## src/rtl/scx_pkg.sv

```systemverilog
package scx_pkg;

    typedef enum logic [3:0] {
        OP_ADD   = 4'd0,
        OP_SUB   = 4'd1,
        OP_MAX   = 4'd2,
        OP_EQ    = 4'd3,
        OP_MUL   = 4'd4,
        OP_AND   = 4'd5,
        OP_ADDI  = 4'd6,
        OP_SLLI  = 4'd7,
        OP_ANDI  = 4'd8,
        OP_ORI   = 4'd9,
        OP_LD    = 4'd10,
        OP_ST    = 4'd11,
        OP_GLI   = 4'd12,
        OP_SLI   = 4'd13,
        OP_G2S   = 4'd14,
        OP_S2G   = 4'd15
    } op_e;

    typedef enum logic [1:0] {
        ST_IDLE     = 2'd0,
        ST_WAIT_RD  = 2'd1,
        ST_WRITE_LD = 2'd2
    } state_e;

endpackage

```

## src/rtl/scx_alu.sv

```systemverilog
module scx_alu
    import scx_pkg::*;
#(
    parameter int XLEN  = 32,
    parameter int IMM_W = 11,
    parameter int LI_W  = 21
) (
    input  op_e              op,
    input  logic [XLEN-1:0]  a,
    input  logic [XLEN-1:0]  b,
    input  logic [XLEN-1:0]  cfg_val,
    input  logic [LI_W-1:0]  imm,
    output logic [XLEN-1:0]  res,
    output logic [XLEN-1:0]  addr
);
    localparam int SH_W = $clog2(XLEN);

    logic [XLEN-1:0] simm;
    logic [XLEN-1:0] zimm;
    logic [XLEN-1:0] prod;

    assign simm = {{(XLEN-IMM_W){imm[IMM_W-1]}}, imm[IMM_W-1:0]};
    assign zimm = {{(XLEN-LI_W){1'b0}}, imm};
    assign prod = a * b;
    assign addr = a + simm;

    always_comb begin
        case (op)
            OP_ADD:  res = a + b;
            OP_SUB:  res = a - b;
            OP_MAX:  res = ($signed(a) > $signed(b)) ? a : b;
            OP_EQ:   res = {{(XLEN-1){1'b0}}, (a == b)};
            OP_MUL:  res = prod;
            OP_AND:  res = a & b;
            OP_ADDI: res = a + simm;
            OP_SLLI: res = a << simm[SH_W-1:0];
            OP_ANDI: res = a & simm;
            OP_ORI:  res = a | simm;
            OP_GLI:  res = zimm;
            OP_SLI:  res = zimm;
            OP_G2S:  res = a;
            OP_S2G:  res = cfg_val;
            default: res = '0;
        endcase
    end

endmodule

```

## src/rtl/scx_grf.sv

```systemverilog
module scx_grf #(
    parameter int XLEN  = 32,
    parameter int DEPTH = 32,
    localparam int AW   = $clog2(DEPTH)
) (
    input  logic            clk,
    input  logic            rst,
    input  logic [AW-1:0]   ra,
    input  logic [AW-1:0]   rb,
    output logic [XLEN-1:0] qa,
    output logic [XLEN-1:0] qb,
    input  logic            we,
    input  logic [AW-1:0]   waddr,
    input  logic [XLEN-1:0] wdata
);
    logic [XLEN-1:0] regs [DEPTH];

    always_ff @(posedge clk) begin
        if (rst) begin
            for (int i = 0; i < DEPTH; i++) regs[i] <= '0;
        end else if (we) begin
            regs[waddr] <= wdata;
        end
    end

    assign qa = regs[ra];
    assign qb = regs[rb];


    r0_write_chk: assert property (@(posedge clk) disable iff (rst)
        (we && waddr == '0) |=> (regs[0] == $past(wdata)));

endmodule

```

## src/rtl/scx_srf.sv

```systemverilog
module scx_srf #(
    parameter int XLEN  = 32,
    parameter int DEPTH = 16,
    localparam int AW   = $clog2(DEPTH)
) (
    input  logic                  clk,
    input  logic                  rst,
    input  logic [AW-1:0]         ra,
    output logic [XLEN-1:0]       qa,
    input  logic                  we,
    input  logic [AW-1:0]         waddr,
    input  logic [XLEN-1:0]       wdata,
    output logic [DEPTH*XLEN-1:0] cfg_bus
);
    logic [XLEN-1:0] regs [DEPTH];

    always_ff @(posedge clk) begin
        if (rst) begin
            for (int i = 0; i < DEPTH; i++) regs[i] <= '0;
        end else if (we) begin
            regs[waddr] <= wdata;
        end
    end

    assign qa = regs[ra];

    for (genvar k = 0; k < DEPTH; k++) begin : g_export
        assign cfg_bus[k*XLEN +: XLEN] = regs[k];
    end


    srf_write_chk: assert property (@(posedge clk) disable iff (rst)
        we |=> (cfg_bus[$past(waddr)*XLEN +: XLEN] == $past(wdata)));

endmodule

```

## src/rtl/scx_exec.sv

```systemverilog
module scx_exec
    import scx_pkg::*;
#(
    parameter int XLEN      = 32,
    parameter int GRF_DEPTH = 32,
    parameter int SRF_DEPTH = 16,
    parameter int IMM_W     = 11,
    parameter int LI_W      = 21,
    localparam int GRF_AW   = $clog2(GRF_DEPTH),
    localparam int SRF_AW   = $clog2(SRF_DEPTH),
    localparam int CFG_W    = SRF_DEPTH * XLEN
) (
    input  logic              clk,
    input  logic              rst,
    input  logic              op_valid,
    input  logic [3:0]        op_code,
    input  logic [GRF_AW-1:0] op_rs,
    input  logic [GRF_AW-1:0] op_rt,
    input  logic [GRF_AW-1:0] op_rd,
    input  logic [LI_W-1:0]   op_imm,
    output logic              busy,
    output logic              mem_req,
    output logic              mem_we,
    output logic [XLEN-1:0]   mem_addr,
    output logic [XLEN-1:0]   mem_wdata,
    input  logic              mem_rvalid,
    input  logic [XLEN-1:0]   mem_rdata,
    output logic [CFG_W-1:0]  cfg_bus
);
    op_e               opc;
    state_e            state, state_nx;
    logic              accept;
    logic              wr_gen, wr_cfg;
    logic [XLEN-1:0]   gen_a, gen_b, cfg_q, alu_res, alu_addr;
    logic              grf_we, srf_we;
    logic [GRF_AW-1:0] grf_waddr;
    logic [XLEN-1:0]   grf_wdata;
    logic [GRF_AW-1:0] ld_rd_q;
    logic [XLEN-1:0]   ld_data_q;

    assign opc    = op_e'(op_code);
    assign accept = op_valid && (state == ST_IDLE);

    always_comb begin
        case (opc)
            OP_ADD, OP_SUB, OP_MAX, OP_EQ, OP_MUL, OP_AND,
            OP_ADDI, OP_SLLI, OP_ANDI, OP_ORI, OP_GLI, OP_S2G: wr_gen = 1'b1;
            default: wr_gen = 1'b0;
        endcase
        wr_cfg = (opc == OP_SLI) || (opc == OP_G2S);
    end

    scx_grf #(.XLEN(XLEN), .DEPTH(GRF_DEPTH)) u_grf (
        .clk   (clk),
        .rst   (rst),
        .ra    (op_rs),
        .rb    (op_rt),
        .qa    (gen_a),
        .qb    (gen_b),
        .we    (grf_we),
        .waddr (grf_waddr),
        .wdata (grf_wdata)
    );

    scx_srf #(.XLEN(XLEN), .DEPTH(SRF_DEPTH)) u_srf (
        .clk     (clk),
        .rst     (rst),
        .ra      (op_rs[SRF_AW-1:0]),
        .qa      (cfg_q),
        .we      (srf_we),
        .waddr   (op_rd[SRF_AW-1:0]),
        .wdata   (alu_res),
        .cfg_bus (cfg_bus)
    );

    scx_alu #(.XLEN(XLEN), .IMM_W(IMM_W), .LI_W(LI_W)) u_alu (
        .op      (opc),
        .a       (gen_a),
        .b       (gen_b),
        .cfg_val (cfg_q),
        .imm     (op_imm),
        .res     (alu_res),
        .addr    (alu_addr)
    );

    // state register
    always_ff @(posedge clk) begin
        if (rst) state <= ST_IDLE;
        else     state <= state_nx;
    end

    always_comb begin
        state_nx = state;
        unique case (state)
            ST_IDLE:     if (accept && opc == OP_LD) state_nx = ST_WAIT_RD;
            ST_WAIT_RD:  if (mem_rvalid) state_nx = ST_WRITE_LD;
            ST_WRITE_LD: state_nx = ST_IDLE;
            default:     state_nx = ST_IDLE;
        endcase
    end

    // load bookkeeping
    always_ff @(posedge clk) begin
        if (rst) begin
            ld_rd_q   <= '0;
            ld_data_q <= '0;
        end else begin
            if (accept && opc == OP_LD) ld_rd_q <= op_rd;
            if (state == ST_WAIT_RD && mem_rvalid) ld_data_q <= mem_rdata;
        end
    end

    // outputs
    always_comb begin
        busy      = 1'b1;
        mem_req   = 1'b0;
        mem_we    = 1'b0;
        grf_we    = 1'b0;
        srf_we    = 1'b0;
        grf_waddr = op_rd;
        grf_wdata = alu_res;
        unique case (state)
            ST_IDLE: begin
                busy    = 1'b0;
                mem_req = accept && (opc == OP_LD || opc == OP_ST);
                mem_we  = accept && (opc == OP_ST);
                grf_we  = accept && wr_gen;
                srf_we  = accept && wr_cfg;
            end
            ST_WAIT_RD: begin
            end
            ST_WRITE_LD: begin
                grf_we    = 1'b1;
                grf_waddr = ld_rd_q;
                grf_wdata = ld_data_q;
            end
            default: begin
            end
        endcase
    end

    assign mem_addr  = alu_addr;
    assign mem_wdata = gen_b;


    ld_stall_chk: assert property (@(posedge clk) disable iff (rst)
        (mem_req && !mem_we) |=> busy);


    ld_release_chk: assert property (@(posedge clk) disable iff (rst)
        (state == ST_WRITE_LD) |=> !busy);


    st_single_chk: assert property (@(posedge clk) disable iff (rst)
        (mem_req && mem_we) |=> !busy);


    stall_cfg_chk: assert property (@(posedge clk) disable iff (rst)
        (state == ST_WAIT_RD) |=> $stable(cfg_bus));


    eq_bool_chk: assert property (@(posedge clk) disable iff (rst)
        (opc == OP_EQ) |-> (alu_res[XLEN-1:1] == '0));

endmodule

```

## config.mk

```make
export PLATFORM = sky130hd
export DESIGN_NAME = scx_exec
export DESIGN_NICKNAME = d
export VERILOG_FILES = /design/src/rtl/scx_pkg.sv /design/src/rtl/scx_alu.sv /design/src/rtl/scx_grf.sv /design/src/rtl/scx_srf.sv /design/src/rtl/scx_exec.sv
export SDC_FILE = /design/constraint.sdc
export NUM_CORES = 2
export LEC_CHECK = 0
export BUFFER_PORTS_ARGS = -buffer_cell sky130_fd_sc_hd__buf_4
export CAP_MARGIN = 20
export CORE_MARGIN = 10
export CORE_UTILIZATION = 45
export DETAILED_ROUTE_END_ITERATION = 16
export GPL_TIMING_DRIVEN = 0
export RECOVER_POWER = 25
export SKIP_LAST_GASP = 1
export SLEW_MARGIN = 15
export SYNTH_ARGS = -nofsm -noshare
export SYNTH_HDL_FRONTEND = slang
export SYNTH_SLANG_ARGS = --single-unit
```

## constraint.sdc

```tcl
create_clock -name clk -period 11 [get_ports clk]
set_input_delay 1.1 -clock clk [delete_from_list [all_inputs] [get_ports clk]]
set_output_delay 1.1 -clock clk [all_outputs]
set_load 0.05 [all_outputs]
```

* Word-level counts from Yosys, hierarchy flattened *
Memory sizes are Yosys's and may differ from the RTL's.
Cells that the tools add are included.

storage, ports and cells
  input bits = 76
  word-level logic and storage cells = 76
  bits in registers = 39
  memories kept = 3
  memory bits (writable) = 1,536
  ROM bits = 16

memory list
  memory           words  width  read ports  clocked after Yosys merged registers in  write ports  RTL line        source
  u_grf.regs       32     32     2           0                                        32           scx_grf.sv:16   logic [XLEN-1:0] regs [DEPTH];
  u_srf.regs       16     32     17          0                                        16           scx_srf.sv:15   logic [XLEN-1:0] regs [DEPTH];
  (no name shown)  16     1      1           0                                        0            scx_exec.sv:45  case (opc)

operators by class
  equal/unequal tests = 20
  reduce and logical (&&, ||, !) cells = 15
  add/sub/neg operators = 3
  shifts and indexed selects = 1
  multipliers = 1
  bitwise gates (word level) = 3
  magnitude comparators = 1
  multiplexer cells = 26

operators by type and width
  cell                  number
  $pmux W32 S13         1
  $mux W32              4
  $add A32 B32 Y32      2
  $and A32 B32 Y32      2
  $reduce_or A32 Y1     2
  $eq A32 B32 Y1        1
  $eq A4 B4 Y1 const B  8
  $gt A32 B32 Y1        1
  $mul A32 B32 Y32      1
  $or A32 B32 Y32       1
  $shl A32 B5 Y32       1
  $sub A32 B32 Y32      1
  $eq A4 B3 Y1 const B  4
  $mux W1               14
  $mux W5               2
  $eq A4 B2 Y1 const B  2
  $logic_and A1 B1 Y1   7
  $eq A4 B1 Y1 const B  1
  $logic_not A4 Y1      1
  $mux W2               2
  $mux W4               1
  $pmux W2 S2           1
  $eq A2 B1 Y1 const B  1
  $eq A2 B2 Y1 const B  1
  7 further kinds       8

* Logic depth before layout (Yosys ltp) *
  depth after elaboration = 9
  gate-level depth with buffers = 45
  gate-level depth less buffers = 34

* Modules after synthesis *
Synthesis repeated with hierarchy kept, for this count alone.

second synthesis, totals
  cell total of the unflattened synthesis = 9,374
  area, all modules = 105,677.6 µm²

modules (own cells, without submodules)
  module    instances  cells each  area each (µm²)
  scx_grf   1          4,640       56,467.9
  scx_alu   1          3,093       24,324.6
  scx_srf   1          1,416       22,893.2
  scx_exec  1          225         1,991.9

* Least setup slack after synthesis *
No wires, ideal clock.

  kind = input to register
  start = input op_rt[0]
  end = memory u_grf.regs[13][30], data pin
  required time = 10,730 ps
  stages = 37
  setup slack = -858 ps
  arrival time = 11,588 ps
  cells stage by stage = buf_4 buf_6 buf_6 buf_6 buf_6 buf_4 buf_2 mux4_2 nand2_1 nand2_1 a221oi_1 clkbuf_1 clkinv_1 ha_1 fa_1 fa_1 fa_1 inv_1 fa_1 inv_1 fa_1 fa_1 fa_1 fa_1 ha_1 nand4_1 or3_1 a21o_1 a21boi_0 a221o_1 a21oi_1 o31a_1 xnor2_1 a221o_1 nor4_2 clkbuf_1 nor3_1

RTL lines
  what         RTL line        source
  from (decl)  scx_exec.sv:18  input logic [GRF_AW-1:0] op_rt,
  to (decl)    scx_grf.sv:16

==> impl_metrics.toml <==
[clocking]
cts_tree = "done"
clock-sinks = 1575
clk_pin_slew_worst_paths_ns = 0.06
h-tree-depth = 4
clockBufferDepth = 3
insertion_delay_ns = 0.95
cts-root-buf = "clkbuf_16"
hold_buffers = 0
cts_buffers = 172

[flow_run]
maxCapViolations = 17

[critical_path]
crit_arrival_ns = 11.74
crit_type = "input pin to flip-flop"
cp-end-kind = "flip-flop"
worst_r2r_path_depth = 32
path_max_fanout = 13
cp-start-kind = "input pin"
cp_data_required_time_ns = 11.61

[outcome]
outcome = "complete, but fails checks"
failed_checks = "capacitance limit, slew limit, setup timing"

[pwr]
p_per_area_nw_per_um2 = 333.7
finalPower_uw = 41910
p_leak_uw = 0.04827
ir_worst_vdd_mv = 1.554

[min_path]
hp-class = "input pin to flip-flop"
hold_path_depth = 3

[sta]
min_period_ns = 11.14
slew_viol_final = 380
setup_viol = 101
fin_crit_sh_pct = 101.2
tightest_slew_ns = 3.867
clock_skew_ns = 0.09596
max_freq_mhz = 89.79
holdWs_ns = 0.4289
worst_slack_ns = -0.1369
slew-limit-headroom_pct = -157.8
hold_violations = 0

[placed_design]
gp_congestion = 1.098
port-buffer-count = 644
dpl.hpwl_um = 484600

[cells_and_area]
register_area_um2 = 46910
multi_input_area_um2 = 52630
nets = 10605
filler_cell_count = 19961
syn2layout_area_growth_pct = 21.09
layout-drive-gt1-share_pct = 22.97

[global_route]
grt_pass1_wl_um = 843800
grt_max_degree = 33
antenna_found_initial = 66
grt.total_usage_pct = 50.86
grt-ovfl-total = 0
grt_pass1_vias = 87530

[synth]
synthArstFlopShare_pct = 0
syn-num-nets = 9370
synth-edff-count = 1536
ys_types = 101
ys_seq_elements = 1575
ys.flop_type = "edfxtp_1"
syn_inst = 8628
synth_area_um2 = 103700
ys_seq_area_share_pct = 45.22
avgSynthCellArea_um2 = 12.02
yosysWarnings = 0

[die]
rows = 176
core_um2 = 229700
start_util_pct = 45.16
fp.dieW_um = 500.1
dieArea_um2 = 250100
die_h_um = 500.1
ios = 655

[detailed_routing]
ant_nets = 0
routed_wl_um = 657300
viasPerCell = 7.141
dr_total_vias = 93469
drt-initial-drc-count = 17080
drt_first_pass_iters = 10
drc = 0
routedWlPerCell_um = 50.22
-- state kept, by name (all words and copies together), names as in the netlist --
| register | count |
|---|---|
| ld_data_q | 32 |
| ld_rd_q | 5 |
| u_grf.regs | 1024 |
| u_srf.regs | 512 |
| state | 2 |
-- critical path: stages --
cell and delay, ns:
buf_4 0.16, buf_12 0.21, buf_16 0.20, buf_8 0.22
buf_4 0.39, nand2_2 0.58, nor2_1 0.33, or3_2 0.61
clkbuf_2 0.58, ha_1 0.31, fa_1 0.23, nor2b_1 0.07
o21ai_0 0.24, a21boi_0 0.20, o41ai_1 0.66, buf_2 0.27
o31ai_1 0.19, o2bb2ai_1 0.43, o21ai_1 0.61, a21o_1 0.21
clkbuf_1 0.52, clkbuf_1 0.67, nand2_1 0.21, a311oi_4 0.81
nand2_1 0.55, o21ai_2 0.54, buf_2 0.36, nor2_1 0.08
-- stage by stage --
| step | area (µm²) | utilization (%) | TNS (ns) | instances | worst slack, ns |
|---|---|---|---|---|---|
| floorplan | 103800 | - | 0 | 8628 | 0.0001883 |
| CTS | 125300 | 54.54 | -0.4099 | 12887 | -0.05273 |
| finish | 125600 | 54.68 | -4.628 | 13089 | -0.1369 |
| global placement | 112400 | 48.93 | -9543.38 | 12298 | -7.240 |
| global route | 125500 | 54.63 | -0.4412 | 13041 | -0.04021 |
| detailed placement | 115500 | 50.29 | -5633.62 | 12425 | -5.168 |
-- cell families after synthesis --
group                      synth area share (%)
and+or+nand+nor                           11.83
DFF                                       45.22
buffers and inverters                     5.619
muxes                                     19.33
AOI/OAI and AO/OA                         5.943
adders and majority gates                 11.01
xor gates and xnor gates                  1.039
-- area by class of cell --
cell class                 count  share of cell area [%]
clock inverter               118                  0.9554
inverter                     597                   1.912
multi-input combinational   5738                   41.90
timing repair buffer        1078                   6.429
antenna                       58                  0.1156
sequential                  1575                   37.35
clock buffer                 198                   3.513
tap                         3026                   3.015
buffer                       701                   4.811
-- routing by layer --
layer  share of wire, %  global-route usage (%)  routed length (µm)
met3                 16                   22.72              102700
met4                 12                   45.20               78860
met1                 32                   58.23              210200
met2                 40                   71.54              265100
met5              0.081                  0.4757                 531
-- layout by cell type, fill, tap and decap left out, drive strengths merged, types with 44 or more instances in the layout --
master,n
a21o,73
a21oi,231
a221oi,61
a22oi,82
and2,44
buf,873
clkbuf,1104
clkinv,112
diode,58
edfxtp,1536
fa,411
ha,255
inv,561
mux2i,413
mux4,691
nand2,557
nand2b,70
nand3,69
nor2,1848
nor3,201
o21ai,129
xnor2,79
-- where the power goes --
group	leakage [µW]	internal [µW]	switching, µW
clock	0.00272	3200	2750
combinational	0.0294	10100	18800
sequential	0.0162	6810	186
-- Yosys cell counts (51+ instances only) --
master / instances / area, µm²
a221oi_1: 51 / 446.7
ha_1: 255 / 3191
fa_1: 411 / 8228
nand2_1: 557 / 2091
a21oi_1: 229 / 1146
mux2i_1: 410 / 4104
xnor2_1: 79 / 691.9
a22oi_1: 82 / 615.6
nor2_1: 1848 / 6937
mux4_2: 691 / 15560
buf_2: 151 / 755.7
nand2b_1: 70 / 437.9
o21ai_0: 105 / 525.5
nand3_1: 69 / 345.3
inv_1: 570 / 2140
edfxtp_1: 1536 / 46120
clkbuf_1: 407 / 1528
a21o_1: 72 / 540.5
buf_4: 64 / 480.5
nor3_1: 196 / 980.9
-- final timing paths --
check	start	end	slack, ns
max	op_rt[2]	u_grf.regs[13][2]	-0.14
min	mem_rdata[13]	ld_data_q[13]	0.43
max reg2reg	u_grf.regs[26][6]	u_grf.regs[1][24]	0.16
min reg2reg	ld_data_q[31]	ld_data_q[31]	0.46
-- what timing repair did --
action	4_1_cts	5_1_grt
buffers inserted	154	148
endpoints found under the setup margin	1536	846
pin swaps	35	43
gates cloned	0	2
resized for setup	674	262
(Power assumes the default switching activity.)
